--- config.mk ---
export PLATFORM = sky130hd
export DESIGN_NAME = irq_nest_ctrl
export DESIGN_NICKNAME = d
export VERILOG_FILES = /design/src/rtl/irq_nest_pkg.sv /design/src/rtl/irq_first_one.sv /design/src/rtl/irq_pend_bank.sv /design/src/rtl/irq_ctx_stack.sv /design/src/rtl/irq_nest_ctrl.sv
export SDC_FILE = /design/constraint.sdc
export NUM_CORES = 1
export LEC_CHECK = 0
export BUFFER_PORTS_ARGS = -buffer_cell sky130_fd_sc_hd__clkbuf_2
export CAP_MARGIN = 5
export CORE_AREA = 5 5 89 75
export DETAILED_ROUTE_END_ITERATION = 7
export DIE_AREA = 0 0 94 80
export GPL_TIMING_DRIVEN = 0
export HOLD_SLACK_MARGIN = 0.12
export PLACE_DENSITY_LB_ADDON = 0.1
export SYNTH_ARGS = -nofsm -noshare
export SYNTH_HDL_FRONTEND = slang
export SYNTH_HIERARCHICAL = 1
export SYNTH_SLANG_ARGS = --single-unit
--- constraint.sdc ---
create_clock -name clk -period 5.5 [get_ports clk]
set_clock_uncertainty 0.15 [all_clocks]
set_input_delay 0.55 -clock clk [delete_from_list [all_inputs] [get_ports clk]]
set_output_delay 0.55 -clock clk [all_outputs]
set_load 0.01 [all_outputs]
--- src/rtl/irq_nest_pkg.sv ---
package irq_nest_pkg;
  typedef struct packed {
    logic nmi;
    logic isp;
    logic ie;
  } ctx_t;

  localparam ctx_t CTX_RESET = '{nmi: 1'b0, isp: 1'b1, ie: 1'b0};
endpackage

--- src/rtl/irq_first_one.sv ---
module irq_first_one #(
  parameter int W  = 8,
  localparam int IW = (W > 1) ? $clog2(W) : 1
) (
  input  logic [W-1:0]  vec,
  output logic          found,
  output logic [IW-1:0] idx
);
  always_comb begin
    found = 1'b0;
    idx   = '0;
    for (int i = W - 1; i >= 0; i--) begin
      if (vec[i]) begin
        found = 1'b1;
        idx   = IW'(i);
      end
    end
  end
endmodule

--- src/rtl/irq_pend_bank.sv ---
module irq_pend_bank #(
  parameter int N  = 8,
  localparam int IW = (N > 1) ? $clog2(N) : 1
) (
  input  logic          clk,
  input  logic          rst,
  input  logic [N-1:0]  set,
  input  logic          clr_en,
  input  logic [IW-1:0] clr_idx,
  output logic [N-1:0]  pend
);
  for (genvar g = 0; g < N; g++) begin : g_bit
    logic hit;
    assign hit = clr_en && (clr_idx == IW'(g));
    always_ff @(posedge clk) begin
      if (rst) pend[g] <= 1'b0;
      else     pend[g] <= set[g] | (pend[g] & ~hit);
    end
  end
endmodule

--- src/rtl/irq_ctx_stack.sv ---
module irq_ctx_stack
  import irq_nest_pkg::*;
#(
  parameter int DEPTH = 4,
  localparam int AW = (DEPTH > 1) ? $clog2(DEPTH) : 1,
  localparam int CW = $clog2(DEPTH + 1)
) (
  input  logic clk,
  input  logic rst,
  input  logic push,
  input  logic pop,
  input  ctx_t din,
  output ctx_t top,
  output logic empty,
  output logic ovf
);
  ctx_t          mem [DEPTH];
  logic [CW-1:0] cnt;
  logic [CW-1:0] cnt_m1;
  logic          full;

  assign full   = (cnt == CW'(DEPTH));
  assign empty  = (cnt == '0);
  assign cnt_m1 = cnt - CW'(1);
  assign top    = mem[cnt_m1[AW-1:0]];

  always_ff @(posedge clk) begin
    if (push && !full) mem[cnt[AW-1:0]] <= din;
  end

  always_ff @(posedge clk) begin
    if (rst) begin
      cnt <= '0;
      ovf <= 1'b0;
    end else if (push) begin
      if (full) ovf <= 1'b1;
      else      cnt <= cnt + CW'(1);
    end else if (pop && !empty) begin
      cnt <= cnt_m1;
    end
  end
endmodule

--- src/rtl/irq_nest_ctrl.sv ---
module irq_nest_ctrl
  import irq_nest_pkg::*;
#(
  parameter int NUM_SRC   = 8,
  parameter int STK_DEPTH = 4,
  localparam int IDW = $clog2(NUM_SRC + 2),
  localparam int SW  = (NUM_SRC > 1) ? $clog2(NUM_SRC) : 1
) (
  input  logic               clk,
  input  logic               rst,
  input  logic [NUM_SRC-1:0] irq_req,
  input  logic [NUM_SRC-1:0] irq_prio,
  input  logic               nmi_req,
  input  logic               swi_req,
  input  logic               ei_set,
  input  logic               ei_clr,
  input  logic               insn_done,
  input  logic               reti,
  output logic               ack,
  output logic [IDW-1:0]     ack_id,
  output logic               ie_flag,
  output logic               isp_flag,
  output logic               stk_ovf
);
  localparam logic [IDW-1:0] ID_SWI = IDW'(NUM_SRC);
  localparam logic [IDW-1:0] ID_NMI = IDW'(NUM_SRC + 1);

  ctx_t               ctx_q;
  ctx_t               stk_top;
  logic               stk_empty;
  logic [NUM_SRC-1:0] pend;
  logic               nmi_pend;
  logic               hold_q;
  logic               in_nmi_ctx;

  logic [NUM_SRC-1:0] hp_vec, lp_vec;
  logic               hp_found, lp_found;
  logic [SW-1:0]      hp_idx, lp_idx;

  logic               window;
  logic               g_any, g_nmi, g_swi, g_mask, g_hi;
  logic [SW-1:0]      g_src;
  logic [IDW-1:0]     g_id;

  assign in_nmi_ctx = ctx_q.nmi;
  assign hp_vec     = pend & ~irq_prio;
  assign lp_vec     = pend & irq_prio;

  irq_first_one #(.W(NUM_SRC)) u_hp (.vec(hp_vec), .found(hp_found), .idx(hp_idx));
  irq_first_one #(.W(NUM_SRC)) u_lp (.vec(lp_vec), .found(lp_found), .idx(lp_idx));

  // Acceptance decision
  assign window = insn_done && !reti && !hold_q && !ctx_q.nmi;

  always_comb begin
    g_nmi  = 1'b0;
    g_swi  = 1'b0;
    g_mask = 1'b0;
    g_hi   = 1'b0;
    g_src  = '0;
    if (window) begin
      if (nmi_pend)                               g_nmi = 1'b1;
      else if (swi_req)                           g_swi = 1'b1;
      else if (ctx_q.ie && hp_found)              begin g_mask = 1'b1; g_hi = 1'b1; g_src = hp_idx; end
      else if (ctx_q.ie && ctx_q.isp && lp_found) begin g_mask = 1'b1; g_src = lp_idx; end
    end
  end

  assign g_any = g_nmi | g_swi | g_mask;
  assign g_id  = g_nmi ? ID_NMI : (g_swi ? ID_SWI : IDW'(g_src));

  irq_pend_bank #(.N(NUM_SRC)) u_pend (
    .clk(clk), .rst(rst), .set(irq_req),
    .clr_en(g_mask), .clr_idx(g_src), .pend(pend)
  );

  irq_ctx_stack #(.DEPTH(STK_DEPTH)) u_stk (
    .clk(clk), .rst(rst), .push(g_any), .pop(reti),
    .din(ctx_q), .top(stk_top), .empty(stk_empty), .ovf(stk_ovf)
  );

  always_ff @(posedge clk) begin
    if (rst) begin
      nmi_pend <= 1'b0;
      hold_q   <= 1'b0;
    end else begin
      nmi_pend <= nmi_req | (nmi_pend & ~g_nmi);
      if (reti)           hold_q <= 1'b1;
      else if (insn_done) hold_q <= 1'b0;
    end
  end

  always_ff @(posedge clk) begin
    if (rst) begin
      ctx_q <= CTX_RESET;
    end else if (g_any) begin
      ctx_q.ie <= 1'b0;
      if (g_nmi)      ctx_q.nmi <= 1'b1;
      else if (g_swi) begin ctx_q.nmi <= 1'b0; ctx_q.isp <= 1'b1; end
      else            begin ctx_q.nmi <= 1'b0; ctx_q.isp <= ~g_hi; end
    end else if (reti) begin
      if (!stk_empty) ctx_q <= stk_top;
    end else if (ei_clr) begin
      ctx_q.ie <= 1'b0;
    end else if (ei_set) begin
      ctx_q.ie <= 1'b1;
    end
  end

  always_ff @(posedge clk) begin
    if (rst) begin
      ack    <= 1'b0;
      ack_id <= '0;
    end else begin
      ack <= g_any;
      if (g_any) ack_id <= g_id;
    end
  end

  assign ie_flag  = ctx_q.ie;
  assign isp_flag = ctx_q.isp;
endmodule

==> flow_summary.toml <==
[power]
power.share.combinational_pct = 29.5
p_leak_nw = 0.940
p_int_w = 0.000492
ir_worst_vdd_uv = 168
sw_frac_of_total_pct = 32.9
p_seq_share_pct = 45.8
p_switching_w = 0.000242
clkPwrFrac_pct = 24.7
power_density_mw_per_mm2 = 325

[drt]
wl_per_cell_um = 14.0
drtIter0Drc = 38
vias_per_cell = 4.93
vias = 1581
routed_wl_um = 4510
drt_pass1_iterations = 4
drtAntennaViolNets = 0
drc = 0

[worst_setup_path]
critPathMaxFanout = 9
startpoint_type = "input port"
cp_cell_sequence = "clkbuf_2, and2_1, nor4_1, nand2_1, a2111oi_0, or3_1, inv_1, buf_4, xnor2_1, a211oi_1, mux2_1"
cp_slowest_cell = "a2111oi_0"
critPathArrivalTime_ns = 3.55
critical_path_required_ns = 5.53
critPathBufInv = 3
crit_family = "compound AO/OA/AOI/OAI gates"
worst-setup-path-type = "input port to flop"
max_stage_delay_ns = 0.88
end_kind = "flop"

[clock_network]
postCtsHoldBufs = 0
clkTransAtPathRegs_ns = 0.07
clock_path_buffers = 2
clk_latency_ns = 0.29
cts.sinks = 34
root_buffer = "clkbuf_8"
cts_made_buffers = 5
postCtsSetupBuffers = 0
htree_levels = 2
cts_resized = 0
cts_tree = "done"

[floorplanning]
start_util_pct = 33.7
core.rowCount = 25
die_area_mm2 = 0.00752
die_h_um = 80
io_pins = 32
die_w_um = 94
core_area_mm2 = 0.00569

[sta]
relSlewSlack_pct = 24.4
hold_viol = 0
period_share_pct = 64.0
finalSetupViolCount = 0
drv_slew = 0
hold_slack_ns = 0.322
fmaxAchievable_ghz = 0.284
worst-slew-pin-transition_ns = 1.12
setup_tns_ns = 0
min_period_ns = 3.52
rsz0062_at_grt = "no"
worst_slack_ns = 1.98

[place]
gp_routability_congestion = 0.724
dp_hpwl_um = 3530
dp_slack_ns = 1.71
io_buffer_count = 31
dpl_cell_area_mm2 = 0.00217

[final_layout]
layout_common_cells = "31 x clkbuf_2, 24 x nor2_1, 22 x dfxtp_1"
drive_above_1_share_pct = 20.0
multi_input_area_mm2 = 0.00102
layout_commonest_cell = "clkbuf_2"
diodes = 0
final.fill_count = 616
post-route-util_pct = 39.7
fin_nets = 268
syn_to_final_growth_pct = 17.8
seq_area_um2 = 801
final_cell_area_mm2 = 0.00226

[global_routing]
grt_overflow = 0
antenna_found_initial = 0
first_global_vias = 1485
grt_max_degree = 17
grt_pass1_wl_um = 7170
grt_usage_pct = 12.3

[yosys]
avgSynthCellArea_um2 = 9.54
synth.yosys.seq_area_share_pct = 41.8
yosys_warnings = 6
syn_nets = 230
ys_seq_elements = 34
synthTopCellsByArea = "dfxtp_1 23%, edfxtp_1 19%, nor2b_1 5.2%"
synth_area_mm2 = 0.00192
yosys.area.top_type_share_pct = 23.0
synthFlopType = "dfxtp_1"
synth_top_area_cell = "dfxtp_1"
ys_types = 49
synth-edff-count = 12
synth_cells = 201
async_flop_share_pct = 0

[flow_run]
maxCapViolations = 0

[worst_hold_path]
holdCritPathClass = "input port to flop"

[status]
status = "complete, no violations"
## cell type report
| class | instances | share of cell area [%] |
|---|---|---|
| clock inverters | 3 | 0.720 |
| repair buffers | 31 | 6.87 |
| well taps | 81 | 4.49 |
| inverters | 18 | 2.99 |
| plain buffers | 5 | 1.05 |
| multi-input cells | 144 | 45.4 |
| clock buffers | 5 | 3.05 |
| flip-flops and latches | 34 | 35.5 |
## final timing paths
kind,start,endpoint,slack [ns],cells after the start
max reg2reg,u_pend/pend[5],u_stk/cnt[2],1.98,10
min,nmi_req,nmi_pend,0.32,3
max,irq_prio[5],u_stk/cnt[2],1.98,11
min reg2reg,ack_id[3],ack_id[3],0.33,2
## Yosys cell counts (2+ instances only)
cell type   n
clkbuf_1    2
a41oi_1     2
mux4_2      3
dfxtp_1    22
and4b_1     5
a21oi_1     8
ha_1        5
o31ai_1     4
a311oi_1    3
a211oi_1    7
edfxtp_1   12
mux2_2      2
nor2b_1    16
o21bai_1    4
and2_1     12
inv_1      18
nand2_1     4
nor2_1     24
o2111ai_1   3
nor4_1      2
a31oi_1     3
o41ai_1     3
nor4_2      2
and3_1      5
and2b_1     2
o21ai_0     5
## registers in the layout (all words and copies together) (netlist names)
name	flops
u_stk/cnt	3
u_stk/ovf	1
ack_id	4
isp_flag	1
ie_flag	1
ack	1
u_stk/mem	12
nmi_pend	1
hold_q	1
u_pend/pend	8
in_nmi_ctx	1
## metrics by stage
| step | cells | power [W] |
|---|---|---|
| after global placement | 313 | 0.000561 |
| after CTS | 321 | 0.000745 |
| after global routing | 321 | 0.000786 |
| final | 321 | 0.000734 |
| after detailed placement | 313 | 0.000563 |
| after floorplan | 201 | 0.000495 |
## worst reg2reg max path: stages, from the launching register on
cell and delay (ns):
dfxtp_1 0.33, and2_1 0.18, nor4_1 0.37, nand2_1 0.22
a2111oi_0 0.88, or3_1 0.32, inv_1 0.07, buf_4 0.17
xnor2_1 0.14, a211oi_1 0.27, mux2_1 0.34
## power by group through the flow
| stage | logic, W | registers, W | clock network, W |
|---|---|---|---|
| CTS | 0.000220 | 0.000337 | 0.000188 |
| floorplan | 0.000162 | 0.000333 | 0 |
| finish | 0.000216 | 0.000336 | 0.000181 |
| global placement | 0.000218 | 0.000343 | 0 |
| detailed placement | 0.000219 | 0.000343 | 0 |
| global route | 0.000243 | 0.000344 | 0.000198 |
## metal layers
layer / GRT usage [%] / share of wire (%) / vias up
met5: 0 / 0 / -
met4: 4.33 / 1.1 / 0
met3: 3.39 / 3.0 / 7
met2: 18.0 / 45 / 16
met1: 17.2 / 51 / 737
li1: - / - / 821
## cells by family (layout without fill, tap and decap cells)
logic type | after synthesis | after routing | share of synthesized area [%]
fa+ha+maj | 5 | 5 | 3.26
flops | 34 | 34 | 41.8
compound gates | 47 | 47 | 17.6
buf+inv | 23 | 62 | 4.76
simple gates | 83 | 83 | 25.9
mux | 7 | 7 | 5.81
xor+xnor | 2 | 2 | 0.914
No activity file was read; power rests on OpenSTA's default activity.
